==> src/rtl/atm_hec_pkg.sv <==
package atm_hec_pkg;

  localparam int HDR_W = 40;
  localparam int HEC_W = 8;
  localparam int DAT_W = HDR_W - HEC_W;
  localparam logic [HEC_W-1:0] HEC_COSET = 8'h55;
  localparam logic [HEC_W-1:0] HEC_POLY  = 8'h07;

  typedef enum logic [1:0] {
    ST_HUNT    = 2'd0,
    ST_PRESYNC = 2'd1,
    ST_SYNC    = 2'd2
  } dl_state_e;

  // MSB-first CRC over the header data bytes, zero init, no coset
  function automatic logic [HEC_W-1:0] crc_data(input logic [DAT_W-1:0] d);
    logic [HEC_W-1:0] c;
    logic             fb;
    c = '0;
    for (int k = DAT_W - 1; k >= 0; k--) begin
      fb = c[HEC_W-1] ^ d[k];
      c  = {c[HEC_W-2:0], 1'b0};
      if (fb) c = c ^ HEC_POLY;
    end
    return c;
  endfunction

  // Syndrome produced by a lone flipped bit at header position pos
  function automatic logic [HEC_W-1:0] bit_syndrome(input int pos);
    logic [DAT_W-1:0] e;
    if (pos < HEC_W) return HEC_W'(1) << pos;
    e = DAT_W'(1) << (pos - HEC_W);
    return crc_data(e);
  endfunction

endpackage

==> src/rtl/hec_syndrome.sv <==
module hec_syndrome
  import atm_hec_pkg::*;
(
  input  logic             clk_i,
  input  logic             rst_ni,
  input  logic [HDR_W-1:0] hdr_i,
  output logic             clean_o,
  output logic             single_o,
  output logic [HDR_W-1:0] flip_o
);

  logic [HEC_W-1:0] syn;
  logic [HDR_W-1:0] hit;

  assign syn = crc_data(hdr_i[HDR_W-1:HEC_W]) ^ HEC_COSET ^ hdr_i[HEC_W-1:0];

  for (genvar gi = 0; gi < HDR_W; gi++) begin : g_loc
    localparam logic [HEC_W-1:0] SIG = bit_syndrome(gi);
    assign hit[gi] = (syn == SIG);
  end

  assign clean_o  = (syn == '0);
  assign single_o = |hit;
  assign flip_o   = hit;

  AST_SYN_UNIQUE: assert property (@(posedge clk_i) disable iff (!rst_ni)
    $onehot0(hit)) else $error("syndrome table ambiguous");

endmodule

==> src/rtl/hec_delin_fsm.sv <==
module hec_delin_fsm
  import atm_hec_pkg::*;
#(
  parameter int CNT_W = 4
) (
  input  logic             clk_i,
  input  logic             rst_ni,
  input  logic             valid_i,
  input  logic             clean_i,
  input  logic             single_i,
  input  logic             corr_en_i,
  input  logic [CNT_W-1:0] alpha_i,
  input  logic [CNT_W-1:0] delta_i,
  input  logic [CNT_W-1:0] n_i,
  input  logic [HDR_W-1:0] hdr_raw_i,
  input  logic [HDR_W-1:0] hdr_fix_i,
  output logic             out_valid_o,
  output logic             pass_o,
  output logic             corr_o,
  output logic [HDR_W-1:0] hdr_o,
  output logic [1:0]       state_o,
  output logic             det_mode_o
);

  localparam int CW1 = CNT_W + 1;

  dl_state_e        state_q, state_d;
  logic             det_q, det_d;
  logic [CNT_W-1:0] pre_q, pre_d, err_q, err_d, cln_q, cln_d;
  logic             pass_d, fix_d;
  logic [CW1-1:0]   alpha_eff, delta_eff, n_eff;

  // zero thresholds behave as one
  assign alpha_eff = (alpha_i == '0) ? CW1'(1) : {1'b0, alpha_i};
  assign delta_eff = (delta_i == '0) ? CW1'(1) : {1'b0, delta_i};
  assign n_eff     = (n_i     == '0) ? CW1'(1) : {1'b0, n_i};

  always_comb begin
    state_d = state_q;
    det_d   = det_q;
    pre_d   = pre_q;
    err_d   = err_q;
    cln_d   = cln_q;
    pass_d  = 1'b0;
    fix_d   = 1'b0;
    if (valid_i) begin
      unique case (state_q)
        ST_HUNT: begin
          if (clean_i) begin
            state_d = ST_PRESYNC;
            pre_d   = '0;
          end
        end
        ST_PRESYNC: begin
          if (!clean_i) begin
            state_d = ST_HUNT;
          end else if ({1'b0, pre_q} + CW1'(1) >= delta_eff) begin
            state_d = ST_SYNC;
            det_d   = 1'b0;
            err_d   = '0;
            cln_d   = '0;
          end else begin
            pre_d = pre_q + CNT_W'(1);
          end
        end
        ST_SYNC: begin
          if (clean_i) begin
            pass_d = 1'b1;
            err_d  = '0;
            if (det_q) begin
              if ({1'b0, cln_q} + CW1'(1) >= n_eff) begin
                det_d = 1'b0;
                cln_d = '0;
              end else begin
                cln_d = cln_q + CNT_W'(1);
              end
            end
          end else begin
            cln_d = '0;
            if ({1'b0, err_q} + CW1'(1) >= alpha_eff) begin
              state_d = ST_HUNT;
              det_d   = 1'b0;
              err_d   = '0;
            end else begin
              err_d = err_q + CNT_W'(1);
              if (!det_q && single_i && corr_en_i) begin
                pass_d = 1'b1;
                fix_d  = 1'b1;
              end
              det_d = 1'b1;
            end
          end
        end
        default: state_d = ST_HUNT;
      endcase
    end
  end

  always_ff @(posedge clk_i or negedge rst_ni) begin
    if (!rst_ni) begin
      state_q     <= ST_HUNT;
      det_q       <= 1'b0;
      pre_q       <= '0;
      err_q       <= '0;
      cln_q       <= '0;
      out_valid_o <= 1'b0;
      pass_o      <= 1'b0;
      corr_o      <= 1'b0;
      hdr_o       <= '0;
    end else begin
      state_q     <= state_d;
      det_q       <= det_d;
      pre_q       <= pre_d;
      err_q       <= err_d;
      cln_q       <= cln_d;
      out_valid_o <= valid_i;
      pass_o      <= pass_d;
      corr_o      <= fix_d;
      if (valid_i) hdr_o <= fix_d ? hdr_fix_i : hdr_raw_i;
    end
  end

  assign state_o    = state_q;
  assign det_mode_o = det_q;

  AST_PASS_ONLY_SYNC: assert property (@(posedge clk_i) disable iff (!rst_ni)
    (out_valid_o && pass_o) |-> ($past(state_q) == ST_SYNC)) else $error("pass outside sync");
  AST_PRESYNC_ERR_HUNT: assert property (@(posedge clk_i) disable iff (!rst_ni)
    (valid_i && state_q == ST_PRESYNC && !clean_i) |=> (state_q == ST_HUNT)) else $error("presync error kept");
  AST_CORR_PASSES: assert property (@(posedge clk_i) disable iff (!rst_ni)
    corr_o |-> (pass_o && out_valid_o && det_q)) else $error("corr pulse without pass");
  AST_DET_EXIT_CLEAN: assert property (@(posedge clk_i) disable iff (!rst_ni)
    ($fell(det_q) && state_q == ST_SYNC) |-> $past(valid_i && clean_i)) else $error("left detection on error");
  AST_NO_CORR_DISABLED: assert property (@(posedge clk_i) disable iff (!rst_ni)
    (valid_i && !corr_en_i) |=> !corr_o) else $error("repair while disabled");
  AST_VALID_ONE_CYCLE: assert property (@(posedge clk_i) disable iff (!rst_ni)
    !valid_i |=> !out_valid_o) else $error("spurious verdict");

endmodule

==> src/rtl/atm_hec_delin.sv <==
module atm_hec_delin
  import atm_hec_pkg::*;
#(
  parameter int CNT_W = 4
) (
  input  logic             clk_i,
  input  logic             rst_ni,
  input  logic             hdr_valid_i,
  input  logic [39:0]      hdr_i,
  input  logic             corr_en_i,
  input  logic [CNT_W-1:0] alpha_i,
  input  logic [CNT_W-1:0] delta_i,
  input  logic [CNT_W-1:0] n_i,
  output logic             out_valid_o,
  output logic             pass_o,
  output logic [39:0]      hdr_o,
  output logic             corr_o,
  output logic [1:0]       state_o,
  output logic             det_mode_o
);

  logic             clean, single;
  logic [HDR_W-1:0] flip;

  hec_syndrome u_syn (
    .clk_i    (clk_i),
    .rst_ni   (rst_ni),
    .hdr_i    (hdr_i),
    .clean_o  (clean),
    .single_o (single),
    .flip_o   (flip)
  );

  hec_delin_fsm #(.CNT_W(CNT_W)) u_fsm (
    .clk_i       (clk_i),
    .rst_ni      (rst_ni),
    .valid_i     (hdr_valid_i),
    .clean_i     (clean),
    .single_i    (single),
    .corr_en_i   (corr_en_i),
    .alpha_i     (alpha_i),
    .delta_i     (delta_i),
    .n_i         (n_i),
    .hdr_raw_i   (hdr_i),
    .hdr_fix_i   (hdr_i ^ flip),
    .out_valid_o (out_valid_o),
    .pass_o      (pass_o),
    .corr_o      (corr_o),
    .hdr_o       (hdr_o),
    .state_o     (state_o),
    .det_mode_o  (det_mode_o)
  );

  AST_CLEAN_NOT_SINGLE: assert property (@(posedge clk_i) disable iff (!rst_ni)
    hdr_valid_i |-> !(clean && single)) else $error("clean header flagged repairable");

endmodule

==> config.mk <==
export PLATFORM = sky130hd
export DESIGN_NAME = atm_hec_delin
export DESIGN_NICKNAME = d
export VERILOG_FILES = /design/src/rtl/atm_hec_pkg.sv /design/src/rtl/hec_syndrome.sv /design/src/rtl/hec_delin_fsm.sv /design/src/rtl/atm_hec_delin.sv
export SDC_FILE = /design/constraint.sdc
export NUM_CORES = 1
export LEC_CHECK = 0
export BUFFER_PORTS_ARGS = -buffer_cell sky130_fd_sc_hd__buf_2
export CAP_MARGIN = 20
export CORE_MARGIN = 1
export CORE_UTILIZATION = 55
export CTS_CLUSTER_SIZE = 8
export DETAILED_ROUTE_END_ITERATION = 6
export PLACE_DENSITY = 0.8
export SLEW_MARGIN = 15
export SYNTH_ARGS = -nofsm -noshare
export SYNTH_HDL_FRONTEND = slang
export SYNTH_SLANG_ARGS = --single-unit
==> constraint.sdc <==
create_clock -name clk_i -period 7.8 [get_ports clk_i]
set_input_delay 0.39 -clock clk_i [delete_from_list [all_inputs] [get_ports clk_i]]
set_output_delay 0.39 -clock clk_i [all_outputs]
set_load 0.01 [all_outputs]
==> metrics.txt <==
status finished, final reports clean; final hold vios 0; worst r2r dst u_fsm.hdr_o[15]; Post-CTS Repair Setup Buffers 0; Pre-Repair DR Iteration Count 7; cell leakage power 2.693 nW; worst relative slew slack 0.4023; top_reg_cell synth dfrtp_1; Startpoint Class input pin; Die Width 100.4 um; Area Overhead vs Synth 14.17%; mapped cell area 5323 sq um; largest family of logic cells by synthesized area XOR/XNOR gates; number of global-route vias before repair 4392; Post-Synth XOR/XNOR Area 0.2795; Worst Setup EP u_fsm.hdr_o[15]; Critical Path Source hdr_i[32]; Post-Syn Area per Cell 9.209 sq um; Synth Register Bits 58; Max-cap violations 0; hold slack 0.1901 ns; syn_nets 652; area of the core 9328 sq um; crit-path most repeated cell xnor2_1; unrepaired setup endpoints after global routing no; antenna violations before repair 0; post-synthesis mux area share 0.03644; Cell Pwr Density 382.2 nW/um^2; GRT overflow 0; worst slew pin tran 0.8716 ns; vias 4729; die area 10080 sq um; VDD IR-drop max 0.0004358 V; WL final 15080 um; dpl hpwl 11730 um; Reg clk slew, reported paths 0.08 ns; Layout Nets 742; period utilization 0.5197; slowest cell on the critical path xnor2_1; FF-to-FF path depth 12; Placer Congestion 0.9617; Post-Synth Adder-Cell Area 0.04231; share of cells above drive strength 1 0.2511; Slew Viols, Final 0; Final TNS setup 0 ns; CTS root buf clkbuf_8; CTS tree yes; synth top area cells dfrtp_1, xnor2_1, xnor3_1; gr usage total 0.3040; Setup CP Type input pin to flop; fin cells 802; WL/cell 18.80 um; Largest stage delay, worst path 0.71 ns; skew final 0.01067 ns; Num CTS Buffers 9; Data required, critical path 7.98 ns; Synth Area in Compound Gates 0.1347; Final Setup Violations 0; Vias per Instance 5.897; top-area cell type share of the netlist area 0.2727; first-pass GRT wire length 23180 um; crit path DAT 4.23 ns; CTS resizes 0; number of remaining DRC errors 0; fin crit period 4.053 ns; Bufs on Longest Clock Path 2; clk_lat worst skew 0.34 ns; Top-Level Pins 102; Post-Synthesis Cells 578; sequential-to-total area share from yosys stat 0.2727; R2R setup slack 4.20 ns; clock sink count 58; Hold-fix buffers, CTS 0; crit-path max FO 13; fraction of registers with async set/reset 1.000; H-tree levels 3; unique cell type count in the Yosys netlist 64; DR iter-0 viols 460; Diodes inserted 0; CP Cell Sequence buf_2 -> xnor3_2 -> xor2_2 -> xnor3_1 -> xnor2_1 -> or2_1 -> nand2b_4 -> o311a_4 -> nand2b_1 -> nor3_1 -> xnor2_1 -> a21oi_1; yosys warns 0; f_max 246.7 MHz; dominant cell type by area after synthesis dfrtp_1; Crit. End Element flop; EDFF count, synth 0; Hold Path Class input pin to async pin; largest net degree at the start of global routing 86; Post-DRT Antenna Nets 0; Post-Place Cells 786; initial core utilization 0.5706; Post-Synth Simple-Gate Area 0.1965; die boundary height 100.4 um; # rows 35; Reg-to-Reg Start u_fsm.err_q[0]; buffers added on ports 101
==> cells by family after synthesis <==
| logic type | after synthesis |
|---|---|
| muxes | 17 |
| and+or+nand+nor | 210 |
| DFF | 58 |
| xor gates and xnor gates | 121 |
| buffers and inverters | 45 |
| AOI/OAI and AO/OA | 109 |
| adders and majority gates | 18 |
==> worst min-delay path by stage <==
stage | end | slack, ns
finish | u_fsm.hdr_o[25] | 0.19
global route | u_fsm.hdr_o[21] | 0.26
CTS | u_fsm.hdr_o[21] | 0.22
detailed placement | u_fsm.hdr_o[33] | 0.51
global placement | u_fsm.err_q[1] | 0.50
floorplan | u_fsm.cln_q[0] | 0.09
==> metal layers <==
layer	wire (um)	global-route usage	vias up
met5	0	0	-
met4	498	0.1126	0
met3	1279	0.03482	48
met2	6736	0.4721	255
met1	6566	0.4377	2230
li1	-	-	2196
==> power breakdown <==
group	switching, W	leakage (nW)	internal [W]
Combinational	0.00109	1.92	0.000597
Sequential	0.0000216	0.672	0.000329
Clock	0.000128	0.103	0.000155
Total	0.00124	2.69	0.00108
==> cells in the mapped netlist, drive strengths merged (14+ instances only) <==
cell and n:
nor2 81, xnor2 67, dfrtp 58, a21oi 53
nand2 43, xor2 29, inv 20, xnor3 19
ha 18, nand3 18, o21ai 18, nor3 17
nand2b 14
==> layout make-up <==
| cell class | count | area, sq um |
|---|---|---|
| Clock inverter | 5 | 53.80 |
| Fill cell | 782 | 3251 |
| Tap cell | 129 | 161.4 |
| Clock buffer | 11 | 141.4 |
| Timing Repair Buffer | 103 | 520.5 |
| Sequential cell | 58 | 1451 |
| Multi-Input combinational cell | 475 | 3670 |
| Inverter | 21 | 78.83 |
==> sequential cells by signal, summed over array words and instances, names as in the netlist <==
signal             count
u_fsm.pre_q            4
u_fsm.pass_o           1
u_fsm.err_q            4
u_fsm.state_o          2
u_fsm.out_valid_o      1
u_fsm.det_mode_o       1
u_fsm.cln_q            4
u_fsm.corr_o           1
u_fsm.hdr_o           40
==> stage by stage <==
stage	area (sq um)	power (W)	worst slack (ns)	utilization
global placement	5882	0.001968	3.471	0.6306
global route	6077	0.002448	3.517	0.6515
finish	6077	0.002322	3.747	0.6515
floorplan	5323	0.001641	4.309	-
detailed placement	5882	0.001984	3.448	0.6306
CTS	6077	0.002279	3.786	0.6515
==> worst max-delay path: cells and delay by family <==
family | cells | cell delay, ns
buffers and inverters | 1 | 0.18
xor gates and xnor gates | 5 | 2.07
AOI/OAI and AO/OA | 2 | 0.37
and+or+nand+nor | 4 | 1.19
==> cell usage in the layout, fill, tap and decap left out, types with 5 or more instances in the layout <==
master    count
xor3_1        5
mux2i_1       9
mux2_2        6
o21ai_0      15
a211oi_1      5
xnor2_1      62
nand4_1       5
and2_1        7
a22o_1        6
clkbuf_8     10
xor2_1       26
dfrtp_1      58
nor3_1       10
buf_2       101
inv_1        20
ha_1         18
nor4_1       11
nand2_1      42
nand2b_1     13
nor3_2        7
nor2_1       77
xnor3_1      16
nand3_1      15
a21oi_1      49
Power figures use the tool's default switching activity.
